===== config.mk =====
export PLATFORM = sky130hd
export DESIGN_NAME = chain_qsel
export DESIGN_NICKNAME = d
export VERILOG_FILES = /design/src/rtl/cqs_pkg.sv /design/src/rtl/cqs_addr_decode.sv /design/src/rtl/cqs_ov_pipe.sv /design/src/rtl/chain_qsel.sv
export SDC_FILE = /design/constraint.sdc
export NUM_CORES = 1
export LEC_CHECK = 0
export BUFFER_PORTS_ARGS = -buffer_cell sky130_fd_sc_hd__buf_2
export CAP_MARGIN = 20
export CORE_AREA = 5 5 42 44
export CTS_BUF_LIST = sky130_fd_sc_hd__clkbuf_4 sky130_fd_sc_hd__clkbuf_8 sky130_fd_sc_hd__clkbuf_16
export CTS_CLUSTER_SIZE = 14
export DETAILED_ROUTE_END_ITERATION = 6
export DIE_AREA = 0 0 47 49
export PLACE_DENSITY = 0.83
export SYNTH_ARGS = -nofsm -noshare
export SYNTH_HDL_FRONTEND = slang
export SYNTH_SLANG_ARGS = --single-unit
export TNS_END_PERCENT = 20

===== constraint.sdc =====
create_clock -name clk -period 3.6 [get_ports clk]
set_input_delay 0.54 -clock clk [delete_from_list [all_inputs] [get_ports clk]]
set_output_delay 0.54 -clock clk [all_outputs]
set_load 0.1 [all_outputs]

===== src/rtl/cqs_pkg.sv =====
package cqs_pkg;
    localparam int ID_W = 3;

    // Straps captured while master reset is asserted
    typedef struct packed {
        logic [ID_W-1:0] id;
        logic            master;
    } strap_t;

    function automatic logic dev_match(input logic [ID_W-1:0] upper,
                                       input logic [ID_W-1:0] dev_id);
        return upper == dev_id;
    endfunction
endpackage


===== src/rtl/cqs_addr_decode.sv =====
module cqs_addr_decode
    import cqs_pkg::*;
#(
    parameter int AW = 5,
    parameter int NQ = 4
) (
    input  logic                 clk,
    input  logic                 mrst_n,
    input  logic                 sel,
    input  logic [AW-1:0]        addr,
    input  logic [ID_W-1:0]      dev_id,
    output logic                 hit_d,
    output logic                 hit,
    output logic [AW-ID_W-1:0]   queue
);
    localparam int LW = AW - ID_W;

    logic [LW-1:0] low;
    logic          in_range;

    assign low = addr[LW-1:0];

    generate
        if ((2 ** LW) > NQ) begin : g_range
            assign in_range = (int'(low) < NQ);
        end else begin : g_full
            assign in_range = 1'b1;
        end
    endgenerate

    assign hit_d = sel && dev_match(addr[AW-1 -: ID_W], dev_id) && in_range;

    always_ff @(posedge clk) begin
        if (!mrst_n) begin
            hit   <= 1'b0;
            queue <= '0;
        end else if (sel) begin
            hit   <= hit_d;
            queue <= hit_d ? low : '0;
        end
    end

    // a strobe that matches loads the low bits on the next edge
    a_r3_sel_loads: assert property (@(posedge clk) disable iff (!mrst_n)
        sel && dev_match(addr[AW-1 -: ID_W], dev_id) && (int'(low) < NQ)
        |=> hit && queue == $past(low));

    // a strobe that misses clears the hit on the next edge
    a_r4_sel_miss: assert property (@(posedge clk) disable iff (!mrst_n)
        sel && !dev_match(addr[AW-1 -: ID_W], dev_id) |=> !hit && queue == '0);

    // without a strobe the selection holds
    a_r3_hold: assert property (@(posedge clk) disable iff (!mrst_n)
        !sel && $past(mrst_n) |=> $stable(hit) && $stable(queue));
endmodule


===== src/rtl/cqs_ov_pipe.sv =====
module cqs_ov_pipe #(
    parameter int NQ = 4,
    parameter int QW = 3
) (
    input  logic          clk,
    input  logic          mrst_n,
    input  logic          sel_hit,
    input  logic [QW-1:0] queue,
    input  logic [NQ-1:0] q_empty,
    output logic          ov_n
);
    logic q_is_empty;
    logic valid_s0;
    logic valid_s1;

    always_comb begin
        q_is_empty = 1'b1;
        for (int i = 0; i < NQ; i++) begin
            if (int'(queue) == i) q_is_empty = q_empty[i];
        end
    end

    assign valid_s0 = sel_hit && !q_is_empty;

    always_ff @(posedge clk) begin
        if (!mrst_n) begin
            valid_s1 <= 1'b0;
            ov_n     <= 1'b1;
        end else begin
            valid_s1 <= valid_s0;
            ov_n     <= !valid_s1;
        end
    end

    // the flag reflects the selected queue state from two edges back
    a_r8_two_stage: assert property (@(posedge clk) disable iff (!mrst_n)
        $past(mrst_n) && $past(mrst_n, 2) |-> ov_n == !$past(valid_s0, 2));
endmodule


===== src/rtl/chain_qsel.sv =====
module chain_qsel
    import cqs_pkg::*;
#(
    parameter int NQ   = 4,
    parameter int WA_W = 5,
    parameter int RA_W = 6
) (
    input  logic                   clk,
    input  logic                   mrst_n,
    input  logic [ID_W-1:0]        id_strap,
    input  logic                   master_strap,
    input  logic                   wr_sel,
    input  logic [WA_W-1:0]        wr_addr,
    input  logic                   rd_sel,
    input  logic [RA_W-1:0]        rd_addr,
    input  logic                   oe_n,
    input  logic [NQ-1:0]          q_empty,
    output logic                   wr_hit,
    output logic [WA_W-ID_W-1:0]   wr_queue,
    output logic                   rd_hit,
    output logic [RA_W-ID_W-1:0]   rd_queue,
    output logic                   data_oe,
    output logic                   ov_n,
    output logic                   ov_oe
);
    localparam int RQ_W = RA_W - ID_W;

    strap_t cfg;
    logic   owner;
    logic   wr_hit_d;
    logic   rd_hit_d;

    always_ff @(posedge clk) begin
        if (!mrst_n) begin
            cfg   <= '{id: id_strap, master: master_strap};
            owner <= master_strap;
        end else if (rd_sel) begin
            owner <= rd_hit_d;
        end
    end

    cqs_addr_decode #(.AW(WA_W), .NQ(NQ)) i_wr_dec (
        .clk(clk), .mrst_n(mrst_n), .sel(wr_sel), .addr(wr_addr),
        .dev_id(cfg.id), .hit_d(wr_hit_d), .hit(wr_hit), .queue(wr_queue)
    );

    cqs_addr_decode #(.AW(RA_W), .NQ(NQ)) i_rd_dec (
        .clk(clk), .mrst_n(mrst_n), .sel(rd_sel), .addr(rd_addr),
        .dev_id(cfg.id), .hit_d(rd_hit_d), .hit(rd_hit), .queue(rd_queue)
    );

    cqs_ov_pipe #(.NQ(NQ), .QW(RQ_W)) i_ov (
        .clk(clk), .mrst_n(mrst_n), .sel_hit(rd_hit), .queue(rd_queue),
        .q_empty(q_empty), .ov_n(ov_n)
    );

    assign data_oe = owner && !oe_n;
    assign ov_oe   = owner;

    // the first cycle out of reset shows a cleared selection
    a_r1_reset_clear: assert property (@(posedge clk) disable iff (!mrst_n)
        !$past(mrst_n) |-> ov_n && !rd_hit && !wr_hit);

    // the captured straps never move outside reset
    a_r2_strap_frozen: assert property (@(posedge clk) disable iff (!mrst_n)
        $past(mrst_n) |-> $stable(cfg));

    // a read strobe for another device drops both drives
    a_r7_miss_release: assert property (@(posedge clk) disable iff (!mrst_n)
        rd_sel && rd_addr[RA_W-1 -: ID_W] != cfg.id |=> !data_oe && !ov_oe);

    // reset hands ownership to the master only
    a_r5_master_owns: assert property (@(posedge clk) disable iff (!mrst_n)
        !$past(mrst_n) |-> ov_oe == $past(master_strap));
endmodule


==> flow_metrics.tcl, run 1 <==
set metrics [dict create \
    grt.total_usage_pct 9.74 \
    grt_pass1_wl_um 1620 \
    ant_nets 0 \
    nNetsFinal 102 \
    seq_area_frac_synth_pct 58.3 \
    layout_common_cells "buf_2 (33), dfxtp_1 (9), xor2_1 (6)" \
    numCtsBuffers 3 \
    ios 34 \
    wl_per_cell_um 12.2 \
    placed_area_um2 701 \
    synthMuxAreaShare_pct 5.10 \
    fmax_ghz 0.594 \
    slew_headroom_pct 67.7 \
    h-tree-depth 1 \
    finalPower_mw 0.308 \
    totalNegativeSetupSlack_ps 0 \
    num_rows 14 \
    initialDrtViolationCount 8 \
    postCtsResizedCells 0 \
    crit_chain "buf_2 -> nor2b_1 -> buf_2" \
    layout_commonest_cell "buf_2" \
    grt_max_degree 8 \
    drc 0 \
    dp.cells 89 \
    ys_seq_elements 13 \
    synth_compound_area_share_pct 11.7 \
    ir_worst_vdd_v 0.000231 \
    portBuffers 33 \
    hp-start "i_ov.valid_s1" \
    final_cells 93 \
    worstSkewPairLatency_ps 260 \
    postCtsSetupBuffers 0 \
    rsz0062_at_grt "no" \
    worst_path_most_repeated_cell "buf_2" \
    cts_tree "built" \
    path_class "in -> out" \
    fin_util_pct 52.1 \
    synthAdderAreaFrac_pct 0 \
    timing.final.ws_setup_ps 1920 \
    reg2reg_depth 3 \
    grt_overflow 0 \
    clkSinkCount 13 \
    clk_pin_slew_ps 70 \
    finClkSkew_ps 1.34 \
    synth_xor_area_share_pct 10.2 \
    num_vias 436 \
    first_pass_iters 3 \
    synth.distinct_cells 15 \
    area_growth_pct 41.7 \
    r2r_slack_ps 2240 \
    cap_violations 0 \
    syn_inst 40 \
    hold_depth 1 \
    antennaDiodeCount 0 \
    path_max_fanout 1 \
    drive_above_1_share_pct 53.2 \
    start_util_pct 36.8 \
    place_congestion 0.743 \
    slew_viol_final 0 \
    whs_ps 376 \
    outcome "complete, no violations" \
    critPathTopFamily "buffers and inverters" \
    crit_buf_inv 2 \
    synth.cell_area_um2 515 \
    die_area_um2 2300 \
    drt_wl_total_um 1140 \
    fin_crit_sh_pct 46.8 \
    syn_nets 64 \
    syn-mean-instance-area_um2 12.9 \
    preCtsSetupSlack_ps 1910 \
    cts_root_buf "clkbuf_4" \
    cp.depth 3 \
    r2r-end "ov_oe" \
    die_w_um 47 \
    crit_path_end_kind "output pin" \
    finalInstanceArea_um2 731 \
    cts_hold_buf 0 \
    clk_path_buf_depth 2 \
    arrival_ps 1140 \
    worstReg2RegStart "cfg[2]" \
    ys_warn_count 0 \
    hold_end "i_ov.ov_n" \
    die_h_um 49 \
    synth_simple_gate_area_share_pct 13.3 \
    worst_pin_slew_ps 488 \
    hold_viol_final 0 \
    period_minus_slack_ps 1680 \
    slowest_stage "buf_2" \
    setup_viol 0 \
    p_per_area_nw_per_um2 422 \
    core_area_um2 1400 \
    via_per_inst 4.69 \
    p_leak_nw 0.369 \
    worst-endpoint-required_ps 3060 \
    critPathLaunchType "input port" \
    critPathMaxStageDelay_ps 420 \
    synth_top_family_by_area "simple AND/OR/NAND/NOR gates" \
    grt_pass1_vias 439 \
    min_path_type "reg -> reg" \
    antenna_found_initial 0 \
]
-- where the power goes --
| group | total (mW) | internal [mW] | switching (mW) |
|---|---|---|---|
| sequential | 0.160 | 0.157 | 0.00341 |
| combinational | 0.0561 | 0.0185 | 0.0377 |
| clock | 0.0921 | 0.0504 | 0.0417 |
-- routing by layer --
metal,vias up,wire length [µm],GRT usage [%]
met5,-,0,0
met4,0,0,4.15
met3,0,104,2.21
met2,21,599,17.2
met1,194,432,10.4
li1,221,-,-
-- cell type report --
type                    instances  area, µm²
flip-flops and latches         13        300
well taps                      16       20.0
repair buffers                 33        165
multi-input cells              25        208
fillers                       135        671
clock buffers                   4       30.0
inverters                       2       7.51
-- state kept, by name (all words and copies together), names as in the netlist --
signal and flops:
i_wr_dec.hit 1, i_ov.ov_n 1, i_rd_dec.queue 3, i_ov.valid_s1 1
i_wr_dec.queue 2, i_rd_dec.hit 1, ov_oe 1, cfg 3
-- cell families (layout without fill, tap and decap cells) --
| group | Yosys count | after routing |
|---|---|---|
| AOI/OAI and AO/OA | 7 | 7 |
| buffers and inverters | 2 | 39 |
| xor gates and xnor gates | 6 | 6 |
| DFF | 13 | 13 |
| muxes | 1 | 1 |
| and+or+nand+nor | 11 | 11 |
-- synth_stat cells --
cell type / number / area (µm²)
a21o_1: 1 / 7.51
a21o_2: 2 / 17.5
a22o_1: 4 / 35.0
and2_1: 1 / 6.26
dfxtp_1: 9 / 180
edfxtp_1: 4 / 120
inv_1: 2 / 7.51
mux4_1: 1 / 26.3
nand2_1: 3 / 11.3
nand3b_1: 1 / 7.51
nor2_1: 2 / 7.51
nor2b_1: 1 / 6.26
nor3_1: 1 / 5.00
nor4_2: 2 / 25.0
xor2_1: 6 / 52.6
-- worst max-delay path by stage --
stage | from | slack [ps] | end
3_3_place_gp | oe_n | 1910 | data_oe
5_1_grt | ov_oe | 1860 | data_oe
6_report | oe_n | 1920 | data_oe
4_1_cts | ov_oe | 1900 | data_oe
3_5_place_dp | oe_n | 1910 | data_oe
2_1_floorplan | ov_oe | 690 | data_oe
Power figures use the tool's default switching activity.
==> inputs of run 2 (changes only) <==
- CORE_AREA: 5 5 42 44 -> default
- CORE_MARGIN: default -> 5
- CORE_UTILIZATION: default -> 39
- DIE_AREA: 0 0 47 49 -> default
- clock period: 3.6 -> 1.72 ns (I/O delays scaled with it)
==> flow_metrics.tcl, run 2 (same netlist as run 1, synthesis figures left out) <==
set metrics [dict create \
    outcome "complete, no violations" \
    finClkSkew_ps 5.32 \
    critPathLaunch "ov_oe" \
    worst_pin_slew_ps 487 \
    h-tree-depth 1 \
    preCtsSetupSlack_ps 422 \
    numCtsBuffers 3 \
    via_per_inst 4.77 \
    grt_max_degree 8 \
    hold_viol_final 0 \
    finalInstanceArea_um2 737 \
    layout_common_cells "buf_2 (33), dfxtp_1 (9), xor2_1 (6)" \
    wl_per_cell_um 12.2 \
    crit_path_end_kind "output pin" \
    antenna_found_initial 0 \
    worstReg2RegStart "cfg[2]" \
    postCtsSetupBuffers 0 \
    die_area_um2 2150 \
    initialDrtViolationCount 0 \
    regArea_um2 300 \
    min_path_type "in -> reg" \
    clkSinkCount 13 \
    cts_root_buf "clkbuf_4" \
    hp-start "id_strap[1]" \
    die_w_um 46.4 \
    met3_usage_pct 5.47 \
    layout_commonest_cell "buf_2" \
    rsz0062_at_grt "no" \
    cts_tree "built" \
    grt_pass1_vias 436 \
    slew_headroom_pct 67.7 \
    worst-endpoint-required_ps 1460 \
    grt_overflow 0 \
    start_util_pct 40.6 \
    use_met2_pct 17.6 \
    num_vias 439 \
    worstSkewPairLatency_ps 280 \
    arrival_ps 1170 \
    multiInputGateArea_um2 215 \
    ios 34 \
    die_h_um 46.4 \
    busiest_layer "met2" \
    drive_above_1_share_pct 54.5 \
    placed_area_um2 707 \
    ant_nets 0 \
    nNetsFinal 102 \
    clk_path_buf_depth 2 \
    antennaDiodeCount 0 \
    fin_util_pct 58.1 \
    grt_pass1_wl_um 1680 \
    portBuffers 33 \
    first_pass_iters 1 \
    final.fill_count 125 \
    dp_hpwl_um 938 \
    p_leak_nw 0.372 \
    fmax_ghz 0.699 \
    fin_crit_sh_pct 83.1 \
    whs_ps 159 \
    reg_top3 "cfg (3), i_rd_dec.queue (3), i_wr_dec.queue (2)" \
    global_route.usage.met1_pct 13.2 \
    path_class "reg -> out" \
    core_area_um2 1270 \
    setup_viol 0 \
    place_congestion 0.687 \
    cap_violations 0 \
    clk_pin_slew_ps 80 \
    num_rows 13 \
    area_growth_pct 43.0 \
    totalNegativeSetupSlack_ps 0 \
    drt_wl_total_um 1120 \
    drc 0 \
    path_max_fanout 2 \
    postCtsResizedCells 0 \
    p_per_area_nw_per_um2 889 \
    timing.final.ws_setup_ps 290 \
    period_minus_slack_ps 1430 \
    ir_worst_vdd_v 0.000437 \
    slew_viol_final 0 \
    grt.total_usage_pct 12.1 \
    critPathLaunchType "register" \
    cts_hold_buf 0 \
]
==> run 2: cell counts in the layout (fill, tap and decap cells not counted) <==
No cell type changed its count.
==> run 2: final timing paths <==
path                            slack (ps)  depth (start not counted)   endpoint
worst max-delay path                   290                          2    data_oe
worst min-delay path                   160                          1     cfg[2]
worst max register to register         440                          3      ov_oe
worst min register to register         370                          1  i_ov.ov_n
==> run 2: routing by layer <==
layer / vias up / wire length [µm]
met5: - / 0
met3: 4 / 108
met2: 25 / 498
met4: 0 / 28
li1: 217 / -
met1: 193 / 485
==> run 2: area by class of cell <==
type                            instances  area share, %
Sequential cell                        13           40.7
Multi-Input combinational cell         25           29.2
Timing Repair Buffer                   33           22.4
Clock buffer                            4           4.07
Tap cell                               15           2.55
Inverter                                2           1.02
==> run 2: per-stage QoR <==
step | power [mW] | cells
6_report | 0.655 | 92
3_5_place_dp | 0.462 | 88
3_3_place_gp | 0.461 | 88
2_1_floorplan | 0.422 | 40
4_1_cts | 0.665 | 92
5_1_grt | 0.683 | 92
==> run 2: where the power goes <==
part           internal [mW]  switching (mW)  leakage [nW]
combinational         0.0401          0.0781         0.241
sequential             0.328         0.00752         0.113
clock                  0.106          0.0956        0.0184
total                  0.474           0.181         0.372
==> run 2: worst max-delay path, cell delays in order, from the launching register on <==
cell and delay [ps]:
edfxtp_1 350, nor2b_4 130, buf_2 420
